**config.mk**
```make
export PLATFORM = sky130hd
export DESIGN_NAME = fixed_pwm_gen
export DESIGN_NICKNAME = d
export VERILOG_FILES = /design/src/rtl/fpwm_pkg.sv /design/src/rtl/fpwm_prescaler.sv /design/src/rtl/fpwm_phase.sv /design/src/rtl/fpwm_regs.sv /design/src/rtl/fpwm_compare.sv /design/src/rtl/fixed_pwm_gen.sv
export SDC_FILE = /design/constraint.sdc
export NUM_CORES = 1
export LEC_CHECK = 0
export BUFFER_PORTS_ARGS = -buffer_cell sky130_fd_sc_hd__buf_2
export CAP_MARGIN = 15
export CORE_ASPECT_RATIO = 2
export CORE_MARGIN = 2
export CORE_UTILIZATION = 50
export DETAILED_ROUTE_END_ITERATION = 16
export GPL_ROUTABILITY_DRIVEN = 0
export HOLD_SLACK_MARGIN = 0.05
export PLACE_DENSITY = 0.81
export SLEW_MARGIN = 20
export SYNTH_ARGS = -nofsm -noshare
export SYNTH_HDL_FRONTEND = slang
export SYNTH_HIERARCHICAL = 1
export SYNTH_SLANG_ARGS = --single-unit
```
**constraint.sdc**
```tcl
create_clock -name clk -period 4 [get_ports clk]
set_input_delay 0.4 -clock clk [delete_from_list [all_inputs] [get_ports clk]]
set_output_delay 0.4 -clock clk [all_outputs]
set_load 0.02 [all_outputs]
```
**src/rtl/fpwm_pkg.sv**
```systemverilog
package fpwm_pkg;
  localparam int unsigned DEF_DATA_W    = 8;
  localparam int unsigned DEF_ADDR_W    = 8;
  localparam int unsigned DEF_CFG_ADDR  = 32'hD2;
  localparam int unsigned DEF_DUTY_ADDR = 32'hD8;
  localparam int unsigned DEF_EN_BIT    = 7;

  typedef enum logic [1:0] {
    SEL_NONE = 2'd0,
    SEL_CFG  = 2'd1,
    SEL_DUTY = 2'd2
  } reg_sel_e;
endpackage

```
**src/rtl/fpwm_prescaler.sv**
```systemverilog
module fpwm_prescaler #(
  parameter int unsigned CLKS_PER_STEP = 100
) (
  input  logic clk,
  input  logic rst,
  output logic step_tick
);
  generate
    if (CLKS_PER_STEP <= 1) begin : g_every_clk
      assign step_tick = 1'b1;
    end else begin : g_count
      localparam int unsigned CW = $clog2(CLKS_PER_STEP);
      localparam logic [CW-1:0] LAST = CW'(CLKS_PER_STEP - 1);
      logic [CW-1:0] cnt_q;

      always_ff @(posedge clk) begin
        if (rst)                cnt_q <= '0;
        else if (cnt_q == LAST) cnt_q <= '0;
        else                    cnt_q <= cnt_q + 1'b1;
      end

      assign step_tick = (cnt_q == LAST);
    end
  endgenerate
endmodule

```
**src/rtl/fpwm_phase.sv**
```systemverilog
module fpwm_phase #(
  parameter int unsigned PHASE_W = 8
) (
  input  logic               clk,
  input  logic               rst,
  input  logic               step_tick,
  output logic [PHASE_W-1:0] phase,
  output logic               wrap
);
  always_ff @(posedge clk) begin
    if (rst)            phase <= '0;
    else if (step_tick) phase <= phase + 1'b1;
  end

  assign wrap = step_tick && (&phase);
endmodule

```
**src/rtl/fpwm_regs.sv**
```systemverilog
module fpwm_regs
  import fpwm_pkg::*;
#(
  parameter int unsigned ADDR_W    = DEF_ADDR_W,
  parameter int unsigned DATA_W    = DEF_DATA_W,
  parameter int unsigned CFG_ADDR  = DEF_CFG_ADDR,
  parameter int unsigned DUTY_ADDR = DEF_DUTY_ADDR,
  parameter int unsigned EN_BIT    = DEF_EN_BIT
) (
  input  logic              clk,
  input  logic              rst,
  input  logic              wr_en,
  input  logic              rd_en,
  input  logic [ADDR_W-1:0] addr,
  input  logic [DATA_W-1:0] wdata,
  output logic [DATA_W-1:0] rdata,
  output logic [DATA_W-1:0] duty_q,
  output logic              out_en
);
  reg_sel_e          sel;
  logic [DATA_W-1:0] cfg_q;

  always_comb begin
    if (addr == ADDR_W'(CFG_ADDR))       sel = SEL_CFG;
    else if (addr == ADDR_W'(DUTY_ADDR)) sel = SEL_DUTY;
    else                                 sel = SEL_NONE;
  end

  always_ff @(posedge clk) begin
    if (rst) begin
      cfg_q  <= '0;
      duty_q <= '0;
    end else if (wr_en) begin
      case (sel)
        SEL_CFG:  cfg_q  <= wdata;
        SEL_DUTY: duty_q <= wdata;
        default:  ;
      endcase
    end
  end

  always_ff @(posedge clk) begin
    if (rst) rdata <= '0;
    else if (rd_en) begin
      case (sel)
        SEL_CFG:  rdata <= cfg_q;
        SEL_DUTY: rdata <= duty_q;
        default:  rdata <= '0;
      endcase
    end else rdata <= '0;
  end

  assign out_en = cfg_q[EN_BIT];
endmodule

```
**src/rtl/fpwm_compare.sv**
```systemverilog
module fpwm_compare #(
  parameter int unsigned PHASE_W = 8
) (
  input  logic               clk,
  input  logic               rst,
  input  logic [PHASE_W-1:0] phase,
  input  logic [PHASE_W-1:0] duty,
  input  logic               out_en,
  input  logic               wrap,
  output logic               pwm_o,
  output logic               pwm_oe,
  output logic               period_start
);
  logic wrap_q;

  always_ff @(posedge clk) begin
    if (rst) begin
      wrap_q       <= 1'b0;
      pwm_o        <= 1'b0;
      pwm_oe       <= 1'b0;
      period_start <= 1'b0;
    end else begin
      wrap_q       <= wrap;
      pwm_o        <= (phase <= duty);
      pwm_oe       <= out_en;
      period_start <= wrap_q;
    end
  end
endmodule

```
**src/rtl/fixed_pwm_gen.sv**
```systemverilog
module fixed_pwm_gen
  import fpwm_pkg::*;
#(
  parameter int unsigned CLKS_PER_STEP = 100,
  parameter int unsigned ADDR_W        = DEF_ADDR_W,
  parameter int unsigned DATA_W        = DEF_DATA_W,
  parameter int unsigned CFG_ADDR      = DEF_CFG_ADDR,
  parameter int unsigned DUTY_ADDR     = DEF_DUTY_ADDR,
  parameter int unsigned EN_BIT        = DEF_EN_BIT
) (
  input  logic              clk,
  input  logic              rst,
  input  logic              wr_en,
  input  logic              rd_en,
  input  logic [ADDR_W-1:0] addr,
  input  logic [DATA_W-1:0] wdata,
  output logic [DATA_W-1:0] rdata,
  output logic              pwm_o,
  output logic              pwm_oe,
  output logic              period_start
);
  localparam int unsigned PHASE_W = DATA_W;

  logic               step_tick;
  logic               wrap;
  logic               out_en;
  logic [PHASE_W-1:0] phase;
  logic [DATA_W-1:0]  duty_q;

  fpwm_prescaler #(.CLKS_PER_STEP(CLKS_PER_STEP)) u_presc (
    .clk(clk), .rst(rst), .step_tick(step_tick)
  );

  fpwm_phase #(.PHASE_W(PHASE_W)) u_phase (
    .clk(clk), .rst(rst), .step_tick(step_tick), .phase(phase), .wrap(wrap)
  );

  fpwm_regs #(
    .ADDR_W(ADDR_W), .DATA_W(DATA_W), .CFG_ADDR(CFG_ADDR),
    .DUTY_ADDR(DUTY_ADDR), .EN_BIT(EN_BIT)
  ) u_regs (
    .clk(clk), .rst(rst), .wr_en(wr_en), .rd_en(rd_en), .addr(addr),
    .wdata(wdata), .rdata(rdata), .duty_q(duty_q), .out_en(out_en)
  );

  fpwm_compare #(.PHASE_W(PHASE_W)) u_cmp (
    .clk(clk), .rst(rst), .phase(phase), .duty(duty_q), .out_en(out_en),
    .wrap(wrap), .pwm_o(pwm_o), .pwm_oe(pwm_oe), .period_start(period_start)
  );
endmodule

```
==> results.json <==
{
  "fin_hold_ws_ns": 0.3961,
  "critPathLaunchType": "flop",
  "synth_seq_cells": 43,
  "num_rows": 32,
  "leakage_uw": 0.0009192,
  "numCtsBuffers": 5,
  "grt_use_total": 0.1828,
  "port_buffers": 30,
  "die_w_um": 48.34,
  "ys_types": 35,
  "path_max_fanout": 6,
  "end_kind": "flop",
  "overflow": 0,
  "power.total_uw": 797.2,
  "avgSynthCellArea_um2": 9.683,
  "synth_top_cell_by_area": "dfxtp_1",
  "fin_crit_ns": 1.919,
  "layout-drive-gt1-share": 0.1853,
  "relSlewSlack": 0.5636,
  "cts_buffer_depth": 2,
  "arrival_ns": 2.14,
  "path_class": "reg -> reg",
  "synth.top_cell.area_share": 0.4379,
  "final-hold-violation-count": 0,
  "pin_count": 31,
  "die_h_um": 92.67,
  "clkTransAtPathRegs_ns": 0.08,
  "cts-root-buf": "clkbuf_8",
  "clock_skew_ns": 0.004332,
  "start_util": 0.5168,
  "insertedDiodeCount": 0,
  "cts_tree": "built",
  "fin_tns_setup_ns": 0,
  "ir_drop_v": 0.0002194,
  "timing.fmax_mhz": 521.1,
  "timing.final.max_slew_violations": 0,
  "dieArea_um2": 4479,
  "coreArea_um2": 3804,
  "synthesis.area_um2": 1966,
  "wl_per_cell_um": 13.60,
  "ys_seq_area_frac": 0.4379,
  "antenna_found_initial": 0,
  "ant_nets": 0,
  "num_vias": 1500,
  "status": "finished, final reports clean",
  "synth_warnings": 6,
  "wl_um": 3848,
  "finalNetCount": 263,
  "clkSinkCount": 43,
  "cts.repair.resized": 0,
  "p_per_area_nw_per_um2": 358.4,
  "post_cts_buffers": 0,
  "drv_cap": 0,
  "drtIter0Drc": 58,
  "cts_htree_levels": 2,
  "grt_max_degree": 41,
  "hold_path_class": "in -> reg",
  "setup_violations": 0,
  "rsz0062_at_grt": "false",
  "synth_area_leaders": "dfxtp_1, mux2i_1, nand2b_1, ha_1, nor2_1",
  "drc": 0,
  "required_ns": 4.22,
  "viasPerCell": 5.300,
  "worst_pin_slew_ns": 0.6532,
  "syn_nets": 234,
  "fin_crit_sh": 0.4798,
  "grt_pass1_vias": 1482,
  "areaGrowthSynthToFinish_pct": 13.18,
  "fin_util": 0.5849,
  "drt_first_pass_iters": 4,
  "synth_cells": 203,
  "dp_hpwl_um": 2758,
  "grt_pass1_wl_um": 6382,
  "clock_latency_ns": 0.29,
  "cts_hold_buffers": 0
}
-- layout by cell type, fill, tap and decap left out, types with 2 or more instances in the layout --
cell type,instances
nand4_1,4
nand2_1,5
nor2b_1,8
or3_1,4
dfxtp_1,43
nor2_1,21
ha_1,11
nand2b_1,25
xor2_1,5
mux2i_1,17
inv_1,9
and3_1,2
clkbuf_8,5
a22oi_1,8
o21ai_0,5
buf_2,30
nand3_1,6
a21oi_1,7
-- cells in the mapped netlist --
cell type / instances
a21o_1: 1
or2b_1: 1
clkbuf_1: 3
dfxtp_1: 43
buf_2: 1
nor2_1: 21
and3_4: 1
xor2_1: 5
o21bai_2: 1
buf_4: 1
o21ai_0: 5
nor3_1: 1
a31o_1: 1
nand2_1: 5
and3b_2: 1
nand4_2: 1
inv_1: 9
and4bb_2: 1
a22oi_1: 8
ha_1: 11
mux2i_1: 17
or3_1: 4
nor4bb_1: 1
a21oi_1: 7
nand4_1: 4
xnor2_1: 1
nand2b_1: 25
nand4bb_1: 1
nand3_1: 6
nor2b_1: 8
and3_1: 2
o211ai_1: 1
buf_6: 3
mux2_2: 1
nand3_2: 1
-- kinds of logic after synthesis --
group,count (synthesis),share of synthesized area
multiplexers,18,0.09230
adder cells (fa/ha/maj),11,0.07002
AO/OA/AOI/OAI,24,0.07893
buffers and inverters,17,0.04646
flip-flops,43,0.4379
XOR/XNOR,6,0.02673
AND/OR/NAND/NOR,84,0.2476
-- critical path: stages, from the launching register on --
cell      delay [ns]
dfxtp_1         0.40
ha_1            0.20
nand2b_1        0.10
nor2_1          0.37
nand4_2         0.21
or3_1           0.41
a21oi_1         0.15
-- power breakdown --
part / leakage (uW) / internal, uW / switching (uW)
Sequential: 0.000347 / 431 / 3.20
Clock: 0.0000513 / 183 / 143
Combinational: 0.000521 / 17.7 / 19.5
-- state kept, by name, indices dropped and copies added (netlist names) --
signal,count
u_phase/phase,8
u_regs/cfg_q,8
u_regs/duty_q,8
u_regs/rdata,8
u_presc/g_count.cnt_q,7
u_cmp/period_start,1
u_cmp/pwm_o,1
u_cmp/pwm_oe,1
u_cmp/wrap_q,1
-- per-stage QoR --
stage,setup WS (ns),instances,instance area [um2]
2_1_floorplan,2.481,203,1966
3_3_place_gp,2.220,276,2122
3_5_place_dp,2.117,276,2122
4_1_cts,2.100,283,2225
5_1_grt,1.876,283,2225
6_report,2.081,283,2225
-- cell type report --
class	instances	area, um2
repair buffers	30	150.1
fillers	336	1579
flip-flops and latches	43	860.8
well taps	51	63.81
clock inverters	1	30.03
multi-input cells	143	1013
inverters	9	33.78
clock buffers	6	72.57
-- per-layer routing --
layer / track usage / vias up / routed length, um
met1: 0.1789 / 700 / 1510
met3: 0.04032 / 14 / 157
met4: 0.1405 / 0 / 187
met5: 0 / - / 0
li1: - / 749 / -
met2: 0.3264 / 37 / 1992
-- worst paths after layout --
| check | start | to | slack (ns) | cells after the start |
|---|---|---|---|---|
| setup / recovery | u_presc/g_count.cnt_q[0] | u_phase/phase[7] | 2.08 | 6 |
| hold / removal | wdata[4] | u_regs/duty_q[4] | 0.40 | 3 |
| setup reg to reg | u_presc/g_count.cnt_q[0] | u_phase/phase[7] | 2.08 | 6 |
| hold reg to reg | u_cmp/wrap_q | u_cmp/period_start | 0.44 | 1 |
Note: power is estimated with default switching activity, not from simulation.
